<file path="src/rtl/cdt_pkg.sv">
package cdt_pkg;
  typedef enum logic [1:0] {
    MODE_FREE        = 2'd0,
    MODE_PERIODIC    = 2'd1,
    MODE_ONESHOT     = 2'd2,
    MODE_ONESHOT_ALT = 2'd3
  } cdt_mode_e;

  localparam int REG_W     = 3;
  localparam int CTRL_BITS = 5;

  localparam logic [REG_W-1:0] REG_LOAD   = 3'd0;
  localparam logic [REG_W-1:0] REG_CTRL   = 3'd1;
  localparam logic [REG_W-1:0] REG_VALUE  = 3'd2;
  localparam logic [REG_W-1:0] REG_STATUS = 3'd3;
  localparam logic [REG_W-1:0] REG_CLEAR  = 3'd4;
endpackage

</file>
<file path="src/rtl/cdt_channel.sv">
module cdt_channel
  import cdt_pkg::*;
#(
  parameter int CNT_W    = 32,
  parameter int NARROW_W = 16
) (
  input  logic             clk,
  input  logic             rst,
  input  logic             wr_en,
  input  logic [REG_W-1:0] wr_reg,
  input  logic [CNT_W-1:0] wr_data,
  output logic [CNT_W-1:0] cnt_o,
  output logic [CNT_W-1:0] load_o,
  output logic             en_o,
  output logic [1:0]       mode_o,
  output logic             wide_o,
  output logic             ie_o,
  output logic             stat_o,
  output logic             irq_o
);
  localparam logic [CNT_W-1:0] FULL_MASK   = '1;
  localparam logic [CNT_W-1:0] NARROW_MASK = {{(CNT_W-NARROW_W){1'b0}}, {NARROW_W{1'b1}}};

  logic [CNT_W-1:0] cnt_q, cnt_d, load_q, mask_q, mask_d;
  logic             en_q, en_d, wide_q, wide_d, ie_q, ie_d, stat_q, stat_d, irq_q;
  cdt_mode_e        mode_q, mode_d;
  logic             wr_load, wr_ctrl, wr_clr, zero_evt;

  assign wr_load = wr_en && (wr_reg == REG_LOAD);
  assign wr_ctrl = wr_en && (wr_reg == REG_CTRL);
  assign wr_clr  = wr_en && (wr_reg == REG_CLEAR) && wr_data[0];
  assign mask_q  = wide_q ? FULL_MASK : NARROW_MASK;

  always_comb begin
    en_d     = en_q;
    mode_d   = mode_q;
    wide_d   = wide_q;
    ie_d     = ie_q;
    cnt_d    = cnt_q;
    stat_d   = stat_q;
    zero_evt = 1'b0;
    if (wr_ctrl) begin
      en_d   = wr_data[0];
      mode_d = cdt_mode_e'(wr_data[2:1]);
      wide_d = wr_data[3];
      ie_d   = wr_data[4];
    end
    mask_d = wide_d ? FULL_MASK : NARROW_MASK;
    if (wr_ctrl) begin
      cnt_d = (mode_d == MODE_FREE) ? mask_d : (load_q & mask_d);
    end else if (wr_load && (mode_q != MODE_FREE)) begin
      cnt_d = wr_data & mask_q;
    end else if (en_q) begin
      if (cnt_q == '0) begin
        zero_evt = 1'b1;
        case (mode_q)
          MODE_FREE:     cnt_d = mask_q;
          MODE_PERIODIC: cnt_d = load_q & mask_q;
          default: begin
            cnt_d = '0;
            en_d  = 1'b0;
          end
        endcase
      end else begin
        cnt_d = cnt_q - CNT_W'(1);
      end
    end
    if (wr_clr)   stat_d = 1'b0;
    if (zero_evt) stat_d = 1'b1;
  end

  always_ff @(posedge clk) begin
    if (rst) begin
      cnt_q  <= NARROW_MASK;
      load_q <= '0;
      en_q   <= 1'b0;
      mode_q <= MODE_FREE;
      wide_q <= 1'b0;
      ie_q   <= 1'b0;
      stat_q <= 1'b0;
      irq_q  <= 1'b0;
    end else begin
      cnt_q  <= cnt_d;
      if (wr_load) load_q <= wr_data;
      en_q   <= en_d;
      mode_q <= mode_d;
      wide_q <= wide_d;
      ie_q   <= ie_d;
      stat_q <= stat_d;
      irq_q  <= stat_d & ie_d;
    end
  end

  assign cnt_o  = cnt_q;
  assign load_o = load_q;
  assign en_o   = en_q;
  assign mode_o = mode_q;
  assign wide_o = wide_q;
  assign ie_o   = ie_q;
  assign stat_o = stat_q;
  assign irq_o  = irq_q;
endmodule

</file>
<file path="src/rtl/cdt_readmux.sv">
module cdt_readmux
  import cdt_pkg::*;
#(
  parameter int NUM_CH = 2,
  parameter int CNT_W  = 32,
  parameter int CH_W   = 1
) (
  input  logic                                  clk,
  input  logic                                  rst,
  input  logic                                  re,
  input  logic [CH_W-1:0]                       ch_sel,
  input  logic [REG_W-1:0]                      reg_sel,
  input  logic [NUM_CH-1:0][CNT_W-1:0]          cnt_a,
  input  logic [NUM_CH-1:0][CNT_W-1:0]          load_a,
  input  logic [NUM_CH-1:0][CTRL_BITS-1:0]      ctrl_a,
  input  logic [NUM_CH-1:0]                     stat_a,
  output logic [CNT_W-1:0]                      rdata,
  output logic                                  rvalid
);
  logic [CNT_W-1:0] word;

  always_comb begin
    word = '0;
    for (int i = 0; i < NUM_CH; i++) begin
      if (ch_sel == CH_W'(i)) begin
        case (reg_sel)
          REG_LOAD:   word = load_a[i];
          REG_CTRL:   word = {{(CNT_W-CTRL_BITS){1'b0}}, ctrl_a[i]};
          REG_VALUE:  word = cnt_a[i];
          REG_STATUS: word = {{(CNT_W-1){1'b0}}, stat_a[i]};
          default:    word = '0;
        endcase
      end
    end
  end

  always_ff @(posedge clk) begin
    if (rst) begin
      rdata  <= '0;
      rvalid <= 1'b0;
    end else begin
      rvalid <= re;
      if (re) rdata <= word;
    end
  end
endmodule

</file>
<file path="src/rtl/cfg_down_timer.sv">
module cfg_down_timer
  import cdt_pkg::*;
#(
  parameter int NUM_CH   = 2,
  parameter int CNT_W    = 32,
  parameter int NARROW_W = 16,
  localparam int CH_W    = (NUM_CH > 1) ? $clog2(NUM_CH) : 1,
  localparam int ADDR_W  = CH_W + REG_W
) (
  input  logic              clk,
  input  logic              rst,
  input  logic              bus_we,
  input  logic              bus_re,
  input  logic [ADDR_W-1:0] bus_addr,
  input  logic [CNT_W-1:0]  bus_wdata,
  output logic [CNT_W-1:0]  bus_rdata,
  output logic              bus_rvalid,
  output logic [NUM_CH-1:0] irq_o
);
  logic [NUM_CH-1:0][CNT_W-1:0]     cnt_a, load_a;
  logic [NUM_CH-1:0][CTRL_BITS-1:0] ctrl_a;
  logic [NUM_CH-1:0][1:0]           mode_a;
  logic [NUM_CH-1:0]                en_a, wide_a, ie_a, stat_a;
  logic [CH_W-1:0]                  ch_sel;
  logic [REG_W-1:0]                 reg_sel;

  assign ch_sel  = bus_addr[ADDR_W-1:REG_W];
  assign reg_sel = bus_addr[REG_W-1:0];

  for (genvar g = 0; g < NUM_CH; g++) begin : g_ch
    logic sel_wr;
    assign sel_wr = bus_we && (ch_sel == CH_W'(g));

    cdt_channel #(.CNT_W(CNT_W), .NARROW_W(NARROW_W)) u_chan (
      .clk    (clk),
      .rst    (rst),
      .wr_en  (sel_wr),
      .wr_reg (reg_sel),
      .wr_data(bus_wdata),
      .cnt_o  (cnt_a[g]),
      .load_o (load_a[g]),
      .en_o   (en_a[g]),
      .mode_o (mode_a[g]),
      .wide_o (wide_a[g]),
      .ie_o   (ie_a[g]),
      .stat_o (stat_a[g]),
      .irq_o  (irq_o[g])
    );

    assign ctrl_a[g] = {ie_a[g], wide_a[g], mode_a[g], en_a[g]};
  end

  cdt_readmux #(.NUM_CH(NUM_CH), .CNT_W(CNT_W), .CH_W(CH_W)) u_rd (
    .clk    (clk),
    .rst    (rst),
    .re     (bus_re),
    .ch_sel (ch_sel),
    .reg_sel(reg_sel),
    .cnt_a  (cnt_a),
    .load_a (load_a),
    .ctrl_a (ctrl_a),
    .stat_a (stat_a),
    .rdata  (bus_rdata),
    .rvalid (bus_rvalid)
  );
endmodule

</file>
<file path="config.mk">
export PLATFORM = sky130hd
export DESIGN_NAME = cfg_down_timer
export DESIGN_NICKNAME = d
export VERILOG_FILES = /design/src/rtl/cdt_pkg.sv /design/src/rtl/cdt_channel.sv /design/src/rtl/cdt_readmux.sv /design/src/rtl/cfg_down_timer.sv
export SDC_FILE = /design/constraint.sdc
export NUM_CORES = 1
export LEC_CHECK = 0
export BUFFER_PORTS_ARGS = -buffer_cell sky130_fd_sc_hd__buf_4
export CORE_AREA = 2 2 141 143
export CTS_BUF_LIST = sky130_fd_sc_hd__clkbuf_16
export CTS_CLUSTER_SIZE = 40
export DETAILED_ROUTE_END_ITERATION = 7
export DIE_AREA = 0 0 143 145
export PLACE_DENSITY = 0.8
export SYNTH_ARGS = -nofsm -noshare
export SYNTH_HDL_FRONTEND = slang
export SYNTH_SLANG_ARGS = --single-unit
export TNS_END_PERCENT = 100
</file>
<file path="constraint.sdc">
create_clock -name clk -period 6.9 [get_ports clk]
set_input_delay 0.345 -clock clk [delete_from_list [all_inputs] [get_ports clk]]
set_output_delay 0.345 -clock clk [all_outputs]
set_load 0.02 [all_outputs]
</file>
==> impl_results.md <==
* Port Buffers at 74
* H-Tree Depth at 4
* GRT Residual Overflow at 0
* VDD IR max at around 190 µV
* Worst Setup End Kind: flop
* Syn-to-layout area delta at 10.58%
* Net count after synthesis at 1445
* Initial antenna violation count at 0
* Routed wl met2 at 15550 µm
* Reg2Reg Depth at 6
* # fillers at ~1800
* # setup viols final at 0
* Minimum clock period at 4008 ps
* Setup ws final at 2892 ps
* Ys async rst share at 0%
* Maximum clock frequency at 0.2495 GHz
* Final WL at 37470 µm
* Post_cts resized at 0
* DR WL/cell at between 20 and 25 µm
* Die H at approximately 150 µm
* Clock Tree Root: clkbuf_16
* Crit path launch type: flop
* Clk_skew at roughly 11 ps
* M1 WL at 14140 µm
* # diodes at 0
* Post-synthesis sequential area ratio at 33.89%
* Max cap viols at 0
* Final hold vios at 0
* Cell Pwr Density at 195.2 nW/µm²
* Synth Instances at 1401
* DIE WIDTH at 143 µm
* Post-Syn Area at 10340 µm²
* Cell area after layout at 11430 µm²
* Cell family with most CP delay: simple AND/OR/NAND/NOR gates
* WP data arrival at approximately 4400 ps
* Placement Setup Slack at 3159 ps
* DRC Markers at 0
* CP startpoint: g_ch[1].u_chan.cnt_o[7]
* Initial DRC count at 1630
* RSZ-0062 raised after global routing: no
* Pin count of the biggest net entering global routing at 65
* TritonCTS Sinks at around 180
* Req. time, crit path at between 7000 and 8000 ps
* Setup TNS at 0 ps
* Run status: complete, no violations
* Pre-antenna DRT Iters at 6
* Slowest cell on crit path: or3_1
* Worst Hold Launch: bus_wdata[25]
* Ports at 75
* Dpl cell area at 10910 µm²
* CTS tree: yes
* Critical Path Fanout Max at 26
* Slowest cell delay on critical path at 960 ps
* HPWL after DPL at 23870 µm
* Post-synth cell types at 64
* Layout cells sized above 1 at 10.39%
* FF+latch count, synth at 175
* Slew Limit Fails at 0
* Total chip power at 2231 µW
* Number of global-route vias before repair at 10300
* Latest clock arrival within the worst-skew pair at around 440 ps
* Final worst-path cycle share at 58.08%
* Final nets at approximately 1400
* Final core occ at ~60%
* Ys Warns at 0
* Relative slew slack at 28.33%
* # hold bufs at CTS at 0
* Die ar. at a little over 20000 µm²
* Syn Area/Cell at roughly 7.4 µm²
* Setup CP Type: reg -> reg
* CTS Buf Count at 17
* Total core area at 19210 µm²
* DRT antenna net count at 0
* Post-synth top flop: dfxtp_1
* First-pass GRT wire length at just under 60000 µm
* Wire length on met3 at around 5000 µm
* Hold Path Class: in -> reg
* Crit-path cells: nor4_1, nand4_1, or3_1, nor3_4, o21ai_0, a311oi_1
* Initial core utilization at approximately 54%
* Depth of the worst hold-timing path at 3
* Row cnt at 51
* Max layer used: met4
* Maximum clock insertion buffer count at 2
* Gr usage total at 35.56%
* Placer Congestion at ~0.94
* Leak Pwr at 0.004043 µW
* Routed via count at between 10000 and 15000
* WP depth at 6
* DR vias/cell at approximately 7.0
* Worst-Margin Slew at 1075 ps
* Post-synth EDFFs at 0
* Setup bufs post-CTS at 0
* Reg-to-reg critical path startpoint: g_ch[1].u_chan.cnt_o[7]
* Clock-pin slew on the worst setup and hold paths at around 70 ps
* Buf/Inv on CP at 0
## metrics by stage
stage,cells,hold slack [ps]
6_report,1661,193.4
5_1_grt,1661,196.6
4_1_cts,1660,192.2
3_5_place_dp,1630,457.8
3_3_place_gp,1630,453.2
2_1_floorplan,1401,448.4
## placed cells by master (no fill, tap or decap), drive strengths merged, types with 19 or more instances in the layout
cell      n
xor2     28
a221oi   77
a31oi    32
nor4     22
buf      96
nand3    25
o21ai   122
nor2    119
a21oi   137
dfxtp   175
o211ai   21
mux2i    32
inv      19
nand2   215
nor3     48
## cells in the mapped netlist (6+ instances only)
| cell type | number | area share [%] |
|---|---|---|
| o21ai_0 | 115 | 5.6 |
| a31oi_1 | 32 | 1.9 |
| and3_1 | 8 | 0.48 |
| o21a_1 | 7 | 0.51 |
| o31ai_1 | 7 | 0.51 |
| a311oi_1 | 8 | 0.68 |
| xor2_1 | 28 | 2.4 |
| nand3_1 | 25 | 1.2 |
| mux2i_1 | 32 | 3.1 |
| a21oi_1 | 137 | 6.6 |
| nor3b_1 | 6 | 0.44 |
| o21ai_1 | 7 | 0.34 |
| a211oi_1 | 15 | 1.1 |
| o211ai_1 | 21 | 1.5 |
| or3_1 | 14 | 0.85 |
| nor4_1 | 22 | 1.3 |
| nand2_1 | 215 | 7.8 |
| o22ai_1 | 18 | 1.1 |
| nor3_1 | 47 | 2.3 |
| clkbuf_1 | 119 | 4.3 |
| nand2b_1 | 7 | 0.42 |
| a221oi_1 | 77 | 6.5 |
| dfxtp_1 | 175 | 34 |
| o221ai_1 | 6 | 0.51 |
| buf_1 | 7 | 0.25 |
| inv_1 | 14 | 0.51 |
| a221o_1 | 8 | 0.77 |
| xnor2_1 | 18 | 1.5 |
| nor2_1 | 119 | 4.3 |
## worst min-delay path, stage by stage
cell	delay [ps]
buf_4	140
nand2_1	50
a21oi_1	50
## layer usage
metal	vias up	GRT usage [%]
met2	941	50.29
li1	5135	-
met1	5337	49.37
met5	-	0
met4	0	23.51
met3	184	5.974
## area by class of cell
class / instances / area (µm²) / area share (%)
repair buffers: 97 / 725.7 / 6.348
well taps: 265 / 331.6 / 2.900
clock buffers: 17 / 425.4 / 3.721
flip-flops and latches: 175 / 3503 / 30.64
clock inverters: 13 / 87.58 / 0.7661
inverters: 14 / 52.55 / 0.4597
multi-input cells: 1080 / 6306 / 55.16
## registers in the layout (all words and copies together) (netlist names)
register and cells:
g_ch.u_chan.en_o 2, g_ch.u_chan.wide_o 2, g_ch.u_chan.irq_o 2, g_ch.u_chan.load_o 64, u_rd.rvalid 1, g_ch.u_chan.ie_o 2
g_ch.u_chan.mode_o 4, u_rd.rdata 32, g_ch.u_chan.cnt_o 64, g_ch.u_chan.stat_o 2
## report_power, final
group / switching [µW] / total [µW] / internal, µW
logic: 175 / 270 / 94.6
registers: 34.2 / 1070 / 1040
clock network: 409 / 890 / 481
total: 618 / 2230 / 1610
## final timing paths
check / to / slack, ps
worst max-delay path: g_ch[1].u_chan.cnt_o[16] / 2890
worst min-delay path: g_ch[1].u_chan.load_o[25] / 190
worst max register to register: g_ch[1].u_chan.cnt_o[16] / 2890
worst min register to register: u_rd.rdata[4] / 470
## kinds of logic after synthesis
logic type	after synthesis	share of synthesized area [%]
simple gates	506	22.39
buf+inv	146	5.603
fa+ha+maj	4	0.4841
compound gates	490	30.42
flops	175	33.89
xor+xnor	46	3.897
mux	34	3.316
Note: power is estimated with default switching activity, not from simulation.
